==> src/rtl/can_resync_pkg.sv <==
package can_resync_pkg;
  typedef enum logic {
    LVL_DOMINANT  = 1'b0,
    LVL_RECESSIVE = 1'b1
  } bus_level_e;

  // Number of bits needed to hold values 0..n
  function automatic int unsigned width_for(input int unsigned n);
    return (n < 2) ? 1 : $clog2(n + 1);
  endfunction
endpackage

==> src/rtl/resync_run_counter.sv <==
module resync_run_counter
  import can_resync_pkg::*;
#(
  parameter int unsigned RUN_LEN = 11
) (
  input  logic clk,
  input  logic rst,
  input  logic clear,
  input  logic enable,
  input  logic level,
  output logic seq_done
);
  localparam int unsigned RUN_W = width_for(RUN_LEN - 1);
  localparam logic [RUN_W-1:0] LAST = RUN_W'(RUN_LEN - 1);

  logic [RUN_W-1:0] run_q;
  logic             is_rec;

  assign is_rec   = (bus_level_e'(level) == LVL_RECESSIVE);
  assign seq_done = enable && is_rec && (run_q == LAST);

  always_ff @(posedge clk) begin
    if (rst || clear) begin
      run_q <= '0;
    end else if (enable) begin
      if (!is_rec || seq_done) begin
        run_q <= '0;
      end else begin
        run_q <= run_q + 1'b1;
      end
    end
  end
endmodule

==> src/rtl/resync_seq_counter.sv <==
module resync_seq_counter #(
  parameter int unsigned SEQ_W = 8
) (
  input  logic             clk,
  input  logic             rst,
  input  logic             clear,
  input  logic             inc,
  output logic [SEQ_W-1:0] count
);
  always_ff @(posedge clk) begin
    if (rst || clear) begin
      count <= '0;
    end else if (inc && (count != {SEQ_W{1'b1}})) begin
      count <= count + 1'b1;
    end
  end
endmodule

==> src/rtl/resync_decide.sv <==
module resync_decide #(
  parameter int unsigned SEQ_W    = 8,
  parameter int unsigned FULL_SEQ = 128
) (
  input  logic             clk,
  input  logic             rst,
  input  logic             clear,
  input  logic             seq_done,
  input  logic [SEQ_W-1:0] count,
  input  logic             fast_en,
  input  logic             bus_off,
  output logic             synced
);
  localparam logic [SEQ_W:0] FULL_T = (SEQ_W+1)'(FULL_SEQ);
  localparam logic [SEQ_W:0] FAST_T = (SEQ_W+1)'(1);

  logic [SEQ_W:0] target;
  logic [SEQ_W:0] next_cnt;
  logic           reach;

  assign target   = (fast_en && !bus_off) ? FAST_T : FULL_T;
  assign next_cnt = {1'b0, count} + {{SEQ_W{1'b0}}, seq_done};
  assign reach    = (next_cnt >= target);

  always_ff @(posedge clk) begin
    if (rst || clear) begin
      synced <= 1'b0;
    end else if (reach) begin
      synced <= 1'b1;
    end
  end
endmodule

==> src/rtl/can_resync_detect.sv <==
module can_resync_detect
  import can_resync_pkg::*;
#(
  parameter int unsigned RUN_LEN  = 11,
  parameter int unsigned FULL_SEQ = 128,
  localparam int unsigned SEQ_W   = width_for(FULL_SEQ)
) (
  input  logic             clk,
  input  logic             rst,
  input  logic             bit_tick,
  input  logic             rx_level,
  input  logic             bus_off,
  input  logic             fast_en,
  input  logic             start_req,
  output logic             synced,
  output logic [SEQ_W-1:0] seq_count
);
  logic run_en;
  logic seq_done;

  // Counting stops once synchronized; a request overrides a bit time
  assign run_en = bit_tick && !synced && !start_req;

  resync_run_counter #(.RUN_LEN(RUN_LEN)) u_run (
    .clk      (clk),
    .rst      (rst),
    .clear    (start_req),
    .enable   (run_en),
    .level    (rx_level),
    .seq_done (seq_done)
  );

  resync_seq_counter #(.SEQ_W(SEQ_W)) u_seq (
    .clk   (clk),
    .rst   (rst),
    .clear (start_req),
    .inc   (seq_done),
    .count (seq_count)
  );

  resync_decide #(.SEQ_W(SEQ_W), .FULL_SEQ(FULL_SEQ)) u_dec (
    .clk      (clk),
    .rst      (rst),
    .clear    (start_req),
    .seq_done (seq_done),
    .count    (seq_count),
    .fast_en  (fast_en),
    .bus_off  (bus_off),
    .synced   (synced)
  );
endmodule

==> config.mk <==
export PLATFORM = sky130hd
export DESIGN_NAME = can_resync_detect
export DESIGN_NICKNAME = d
export VERILOG_FILES = /design/src/rtl/can_resync_pkg.sv /design/src/rtl/resync_run_counter.sv /design/src/rtl/resync_seq_counter.sv /design/src/rtl/resync_decide.sv /design/src/rtl/can_resync_detect.sv
export SDC_FILE = /design/constraint.sdc
export NUM_CORES = 1
export LEC_CHECK = 0
export ABC_AREA = 1
export BUFFER_PORTS_ARGS = -buffer_cell sky130_fd_sc_hd__buf_2
export CAP_MARGIN = 20
export CORE_UTILIZATION = 49
export DETAILED_ROUTE_END_ITERATION = 8
export GPL_TIMING_DRIVEN = 0
export PLACE_DENSITY = 0.74
export SYNTH_ARGS = -nofsm -noshare
export SYNTH_HDL_FRONTEND = slang
export SYNTH_HIERARCHICAL = 1
export SYNTH_SLANG_ARGS = --single-unit
==> constraint.sdc <==
create_clock -name clk -period 2 [get_ports clk]
set_input_delay 0.2 -clock clk [delete_from_list [all_inputs] [get_ports clk]]
set_output_delay 0.2 -clock clk [all_outputs]
set_load 0.1 [all_outputs]
After elaboration in Yosys (flattened, before gate mapping). Index checks and enable logic that the tools add are counted. Widths: inputs -> output; s select.

Bits in writable memories: 0. Flip-flop bits (word level): 13. Output and inout port bits: 9. Bits in read-only memories: 0. Memories kept: 0. Input port bits: 7. Word-level logic and storage cells: 23. Latch bits: 0.

Mux-type cells: 2. Add/subtract/negate cells: 3. Reduce and logical (&&, ||, !) cells: 12. $lt $le $gt $ge: 1. Divide/modulo/power cells: 0. Shift-type cells: 0. $mul: 0. Bitwise logic cells: 0. Eq/ne operators: 2.

Operators with widths (count): $add 8x1->9 (1); $ge 9x9->1 (1); $add 8x1->8 const B (1); $mux 8 (1); $ne 8x8->1 const B (1); $logic_and 1x1->1 (6); $add 4x1->4 const B (1); $eq 4x4->1 const B (1); $logic_not 1->1 (4); $mux 4 (1); $logic_or 1x1->1 (2).

Depth between registers and ports, before layout.
Depth in word-level cells: 7. Mapped depth: 15. Gate-level depth less buffers: 15.

Cells and area by module. The synthesis kept the hierarchy.

Modules (own cells, without submodules): resync_seq_counter (seq. area each 160.2 um^2, times used 1, cells each 67, area an instance 447.9 um^2); resync_decide (seq. area each 20.0 um^2, times used 1, cells each 52, area an instance 286.5 um^2); resync_run_counter (seq. area each 80.1 um^2, times used 1, cells each 33, area an instance 226.5 um^2); can_resync_detect (seq. area each 0.0 um^2, times used 1, cells each 3, area an instance 13.8 um^2).

Worst setup path after synthesis. Ideal clock, no wire load.

Path type: register to register. Start point: reg u_dec.synced. End point: reg u_dec.synced. Library setup time: 122 ps. Stages on the path, launching flop included: 14. Arrival time: 2621 ps. Slack: -743 ps. Period minus slack after synthesis: 2743 ps. Required time: 1878 ps. Buffers on the path: 0. Path through: dfxtp_1 > inv_1 > nand2_1 > nor2_2 > nand2_1 > nor2_1 > ha_1 > nand3_1 > nor2_1 > nand3_1 > xor2_1 > ha_1 > nor3_1 > a21oi_2.

Longest elaborated chain between the ends: 7.

Ends and longest elaborated chain: start, declared (line resync_decide.sv:12) `output logic synced`; start signal, assigned (line resync_decide.sv:27) `synced <= 1'b0;`; start signal, assigned (line resync_decide.sv:29) `synced <= 1'b1;`; $logic_not 1->1 (line can_resync_detect.sv:22) `assign run_en = bit_tick && !synced && !start_req;`; $logic_and 1x1->1 (2 in series) (line can_resync_detect.sv:22); named net run_en (line can_resync_detect.sv:18) `logic run_en;`; $logic_and 1x1->1 (2 in series) (line resync_run_counter.sv:20) `assign seq_done = enable && is_rec && (run_q == LAST);`; named net seq_done (line can_resync_detect.sv:19) `logic seq_done;`; $add 8x1->9 (line resync_decide.sv:22) `assign next_cnt = {1'b0, count} + {{SEQ_W{1'b0}}, seq_done};`; $ge 9x9->1 (line resync_decide.sv:23) `assign reach = (next_cnt >= target);`.

The timed path passes the listed nets, and every way through them passes these cells. A chain may end at the register's enable or synchronous reset.

Worst setup path in the final report.
Start point: reg u_run.run_q[0]. End point: reg u_dec.synced.

Longest elaborated chain between the ends: 4.

Ends and longest elaborated chain: start, declared (line resync_run_counter.sv:16) `logic [RUN_W-1:0] run_q;`; start signal, assigned (line resync_run_counter.sv:29) `run_q <= run_q + 1'b1;`; $eq 4x4->1 (line resync_run_counter.sv:20); $logic_and 1x1->1 (line resync_run_counter.sv:20); named net seq_done (line can_resync_detect.sv:19); $add 8x1->9 (line resync_decide.sv:22); $ge 9x9->1 (line resync_decide.sv:23).

The timed path passes the listed nets, and every way through them passes these cells.

==> impl_metrics.py <==
metrics = {
    "synth": {
        "synth.yosys.seq_area_share_pct": 26.7,
        "synth_nets": 169,
        "synth_commonest_cells": "sky130_fd_sc_hd__nand2_1, sky130_fd_sc_hd__nor2_1, sky130_fd_sc_hd__inv_1",
        "synth_top_area_share_pct": 26.7,
        "synth.lib_cells_used.distinct": 23,
        "largest_cells_by_area_after_synthesis": "sky130_fd_sc_hd__dfxtp_1, sky130_fd_sc_hd__nand2_1, sky130_fd_sc_hd__nor2_1",
        "ys.flop_type": "sky130_fd_sc_hd__dfxtp_1",
        "synth.most_common_cell": "sky130_fd_sc_hd__nand2_1",
        "yosys_warnings": 6,
        "postSynthRegisterBits": 13,
        "synth_largest_area_cell": "sky130_fd_sc_hd__dfxtp_1",
        "post_synth_inst_count": 155,
        "syn_area_per_cell_um2": 6.29,
        "synthesis.area_um2": 975,
        "synthArstFlopShare_pct": 0,
        "synth-edff-count": 0,
    },
    "floorplanning": {
        "coreArea_um2": 1800,
        "die_area_um2": 2170,
        "start_util_pct": 54.1,
        "die_h_um": 46.6,
        "die_w_um": 46.6,
        "num_io_pins": 16,
        "placementRows": 15,
    },
    "min_path": {
        "hold_path_end": "u_seq/count[3]",
        "min_from": "rst",
        "instance_count_along_the_most_critical_hold_path": 4,
        "worstHoldPathType": "input port to flip-flop",
    },
    "sta": {
        "hold_slack_final_ps": 264,
        "drv_slew": 0,
        "max_slew.worst_pin.slew_ps": 484,
        "fmax_mhz": 520,
        "hold_viol": 0,
        "final_min_period_over_clock_period_pct": 96.2,
        "fin_skew_ps": 3.57,
        "finalSetupViolCount": 0,
        "final_setup_margin_ps": 75.9,
        "timing.final.crit_period_ps": 1920,
        "slew-limit-headroom_pct": 67.9,
    },
    "drt": {
        "drc": 0,
        "route.detailed.vias_per_inst": 4.77,
        "wl_per_cell_um": 10.4,
        "drt_pass1_iterations": 4,
        "drt_wl_total_mm": 2.15,
        "final_antenna_net_count": 0,
        "drt_iter0_markers": 16,
        "num_vias": 987,
    },
    "final_layout": {
        "final_area_um2": 1270,
        "layout-area-overhead-vs-synth_pct": 30.0,
        "final_net_count": 197,
        "antenna_cells_inserted": 0,
        "final_layout_size_suffix_gt1_share_pct": 34.1,
    },
    "setup_path": {
        "worstSetupEndpointType": "flip-flop",
        "path_class": "flip-flop to flip-flop",
        "crit_path_cell_trace": "inv_2 > ha_4 > nand3_2 > nor2_4 > ha_4 > nand3_4 > nor2_4 > nand3_2 > xor2_1 > ha_1 > nand2_2 > a21oi_2",
        "critical_path.startpoint_type": "flip-flop",
        "crit_start": "u_run/run_q[0]",
        "critical_path.reg2reg.endpoint": "u_dec/synced",
        "logic_depth_of_the_worst_register_to_register_path": 12,
        "critical_path.slowest_cell": "sky130_fd_sc_hd__dfxtp_2",
        "maximum_fanout_encountered_on_the_critical_timing_path": 3,
        "setup_slack_of_the_worst_register_to_register_path_ps": 80,
        "critPathMaxStageDelay_ps": 340,
        "wp_buf_inv": 1,
        "cpLargestDelayFamily": "adder cells",
        "rr_startpoint": "u_run/run_q[0]",
        "critPathRequiredTime_ps": 2160,
        "arrival_time_worst_endpoint_ps": 2090,
    },
    "global_routing": {
        "first_global_vias": 791,
        "antenna_found_initial": 0,
        "globalRoute.totalOverflow": 0,
        "gr-usage-all-layers_pct": 20.2,
        "grt_pass1_wl_mm": 3.14,
        "maximum_number_of_pins_on_one_net_before_global_route_repair": 12,
    },
    "place": {
        "hpwl_mm": 1.52,
        "port-buffer-count": 15,
        "detailedPlace.worstSlack_ps": -175,
        "globalplace.congestion": 0.816,
        "dpl-instance-area_um2": 1120,
    },
    "clock_network": {
        "clock-root-buffer": "sky130_fd_sc_hd__clkbuf_4",
        "cts_made_buffers": 3,
        "cts.sinks": 13,
        "clock_tree.buffer_depth": 2,
        "htree_num_levels": 1,
        "clkSlewWorstSetupHoldPaths_ps": 80,
        "cts_tree": "done",
        "cts.hold.buffers_added": 0,
        "insertion_delay_ps": 270,
    },
    "pwr": {
        "total_leakage_power_nw": 0.554,
        "power_per_cell_area_nw_per_um2": 375,
        "vdd.ir_drop.worst_mv": 0.302,
    },
    "outcome": {
        "run_status": "finished, final reports clean",
    },
    "job": {
        "maxCapViolCount": 0,
    },
}
-- where the power goes --
part / switching, mW / leakage (nW) / internal (mW) / total [mW]
combinational: 0.0318 / 0.431 / 0.0220 / 0.0539
clock: 0.0840 / 0.0150 / 0.0772 / 0.161
sequential: 0.00151 / 0.108 / 0.259 / 0.261
total: 0.117 / 0.554 / 0.359 / 0.476
-- flip-flops by register name, summed over array words and instances (netlist names) --
signal        cells
u_seq/count       8
u_dec/synced      1
u_run/run_q       4
-- cells by family after synthesis --
group	Yosys count	share of synthesized area, %
AO/OA/AOI/OAI	10	6.29
XOR/XNOR	2	1.80
buffers and inverters	27	11.2
flip-flops	13	26.7
AND/OR/NAND/NOR	96	45.1
adder cells (fa/ha/maj)	7	8.99
-- final cells by class --
type | count | area (µm²)
Multi-Input combinational cell | 115 | 696
Fill cell | 158 | 534
Sequential cell | 13 | 270
Timing Repair Buffer | 23 | 135
Inverter | 26 | 97.6
Tap cell | 25 | 31.3
Clock buffer | 4 | 26.3
Buffer | 1 | 11.3
-- cell usage in the layout (no fill, tap or decap), types with 2 or more instances in the layout --
master	netlist	final
sky130_fd_sc_hd__a21oi_1	5	5
sky130_fd_sc_hd__buf_2	0	15
sky130_fd_sc_hd__buf_4	0	8
sky130_fd_sc_hd__clkbuf_4	0	3
sky130_fd_sc_hd__dfxtp_1	13	7
sky130_fd_sc_hd__dfxtp_2	0	5
sky130_fd_sc_hd__ha_1	7	4
sky130_fd_sc_hd__ha_4	0	3
sky130_fd_sc_hd__inv_1	24	22
sky130_fd_sc_hd__inv_2	1	3
sky130_fd_sc_hd__nand2_1	43	41
sky130_fd_sc_hd__nand2_2	4	6
sky130_fd_sc_hd__nand3_1	10	7
sky130_fd_sc_hd__nand3_2	2	4
sky130_fd_sc_hd__nand4_1	2	2
sky130_fd_sc_hd__nor2_1	26	24
sky130_fd_sc_hd__nor2_2	4	3
sky130_fd_sc_hd__nor2_4	0	3
sky130_fd_sc_hd__o21ai_1	2	2
sky130_fd_sc_hd__xor2_1	2	2
-- how the worst max path moves through the flow --
| stage | endpoint | cells after the start |
|---|---|---|
| finish | u_dec/synced | 12 |
| global route | u_dec/synced | 13 |
| CTS | u_dec/synced | 12 |
| detailed placement | u_dec/synced | 12 |
| global placement | u_dec/synced | 12 |
| floorplan | u_dec/synced | 13 |
-- through the flow --
stage / cells / utilization [%] / setup TNS [ps] / power [mW]
floorplan: 155 / - / -196 / 0.297
global placement: 195 / 62.2 / -132 / 0.311
detailed placement: 195 / 62.2 / -175 / 0.313
CTS: 200 / 64.9 / 0 / 0.471
global route: 207 / 70.3 / -45.9 / 0.499
finish: 207 / 70.3 / 0 / 0.476
-- layer usage --
layer,vias up,track usage (%),share of wire [%]
met2,18,33.6,50
li1,529,-,-
met1,438,25.8,45
met4,0,7.06,0.61
met5,-,0,0
met3,2,3.53,4.1
-- worst min-delay path, cell delays in order --
cell and delay (ps):
sky130_fd_sc_hd__buf_2 150, sky130_fd_sc_hd__nor2_8 60, sky130_fd_sc_hd__nand2_1 60, sky130_fd_sc_hd__nor2_1 30
-- what timing repair did --
item / CTS / global route
pin swaps: 2 / 12
gates resized for setup: 2 / 10
buffers inserted: 1 / 7
endpoints found under the setup margin: 1 / 1
No activity file was read; power rests on OpenSTA's default activity.
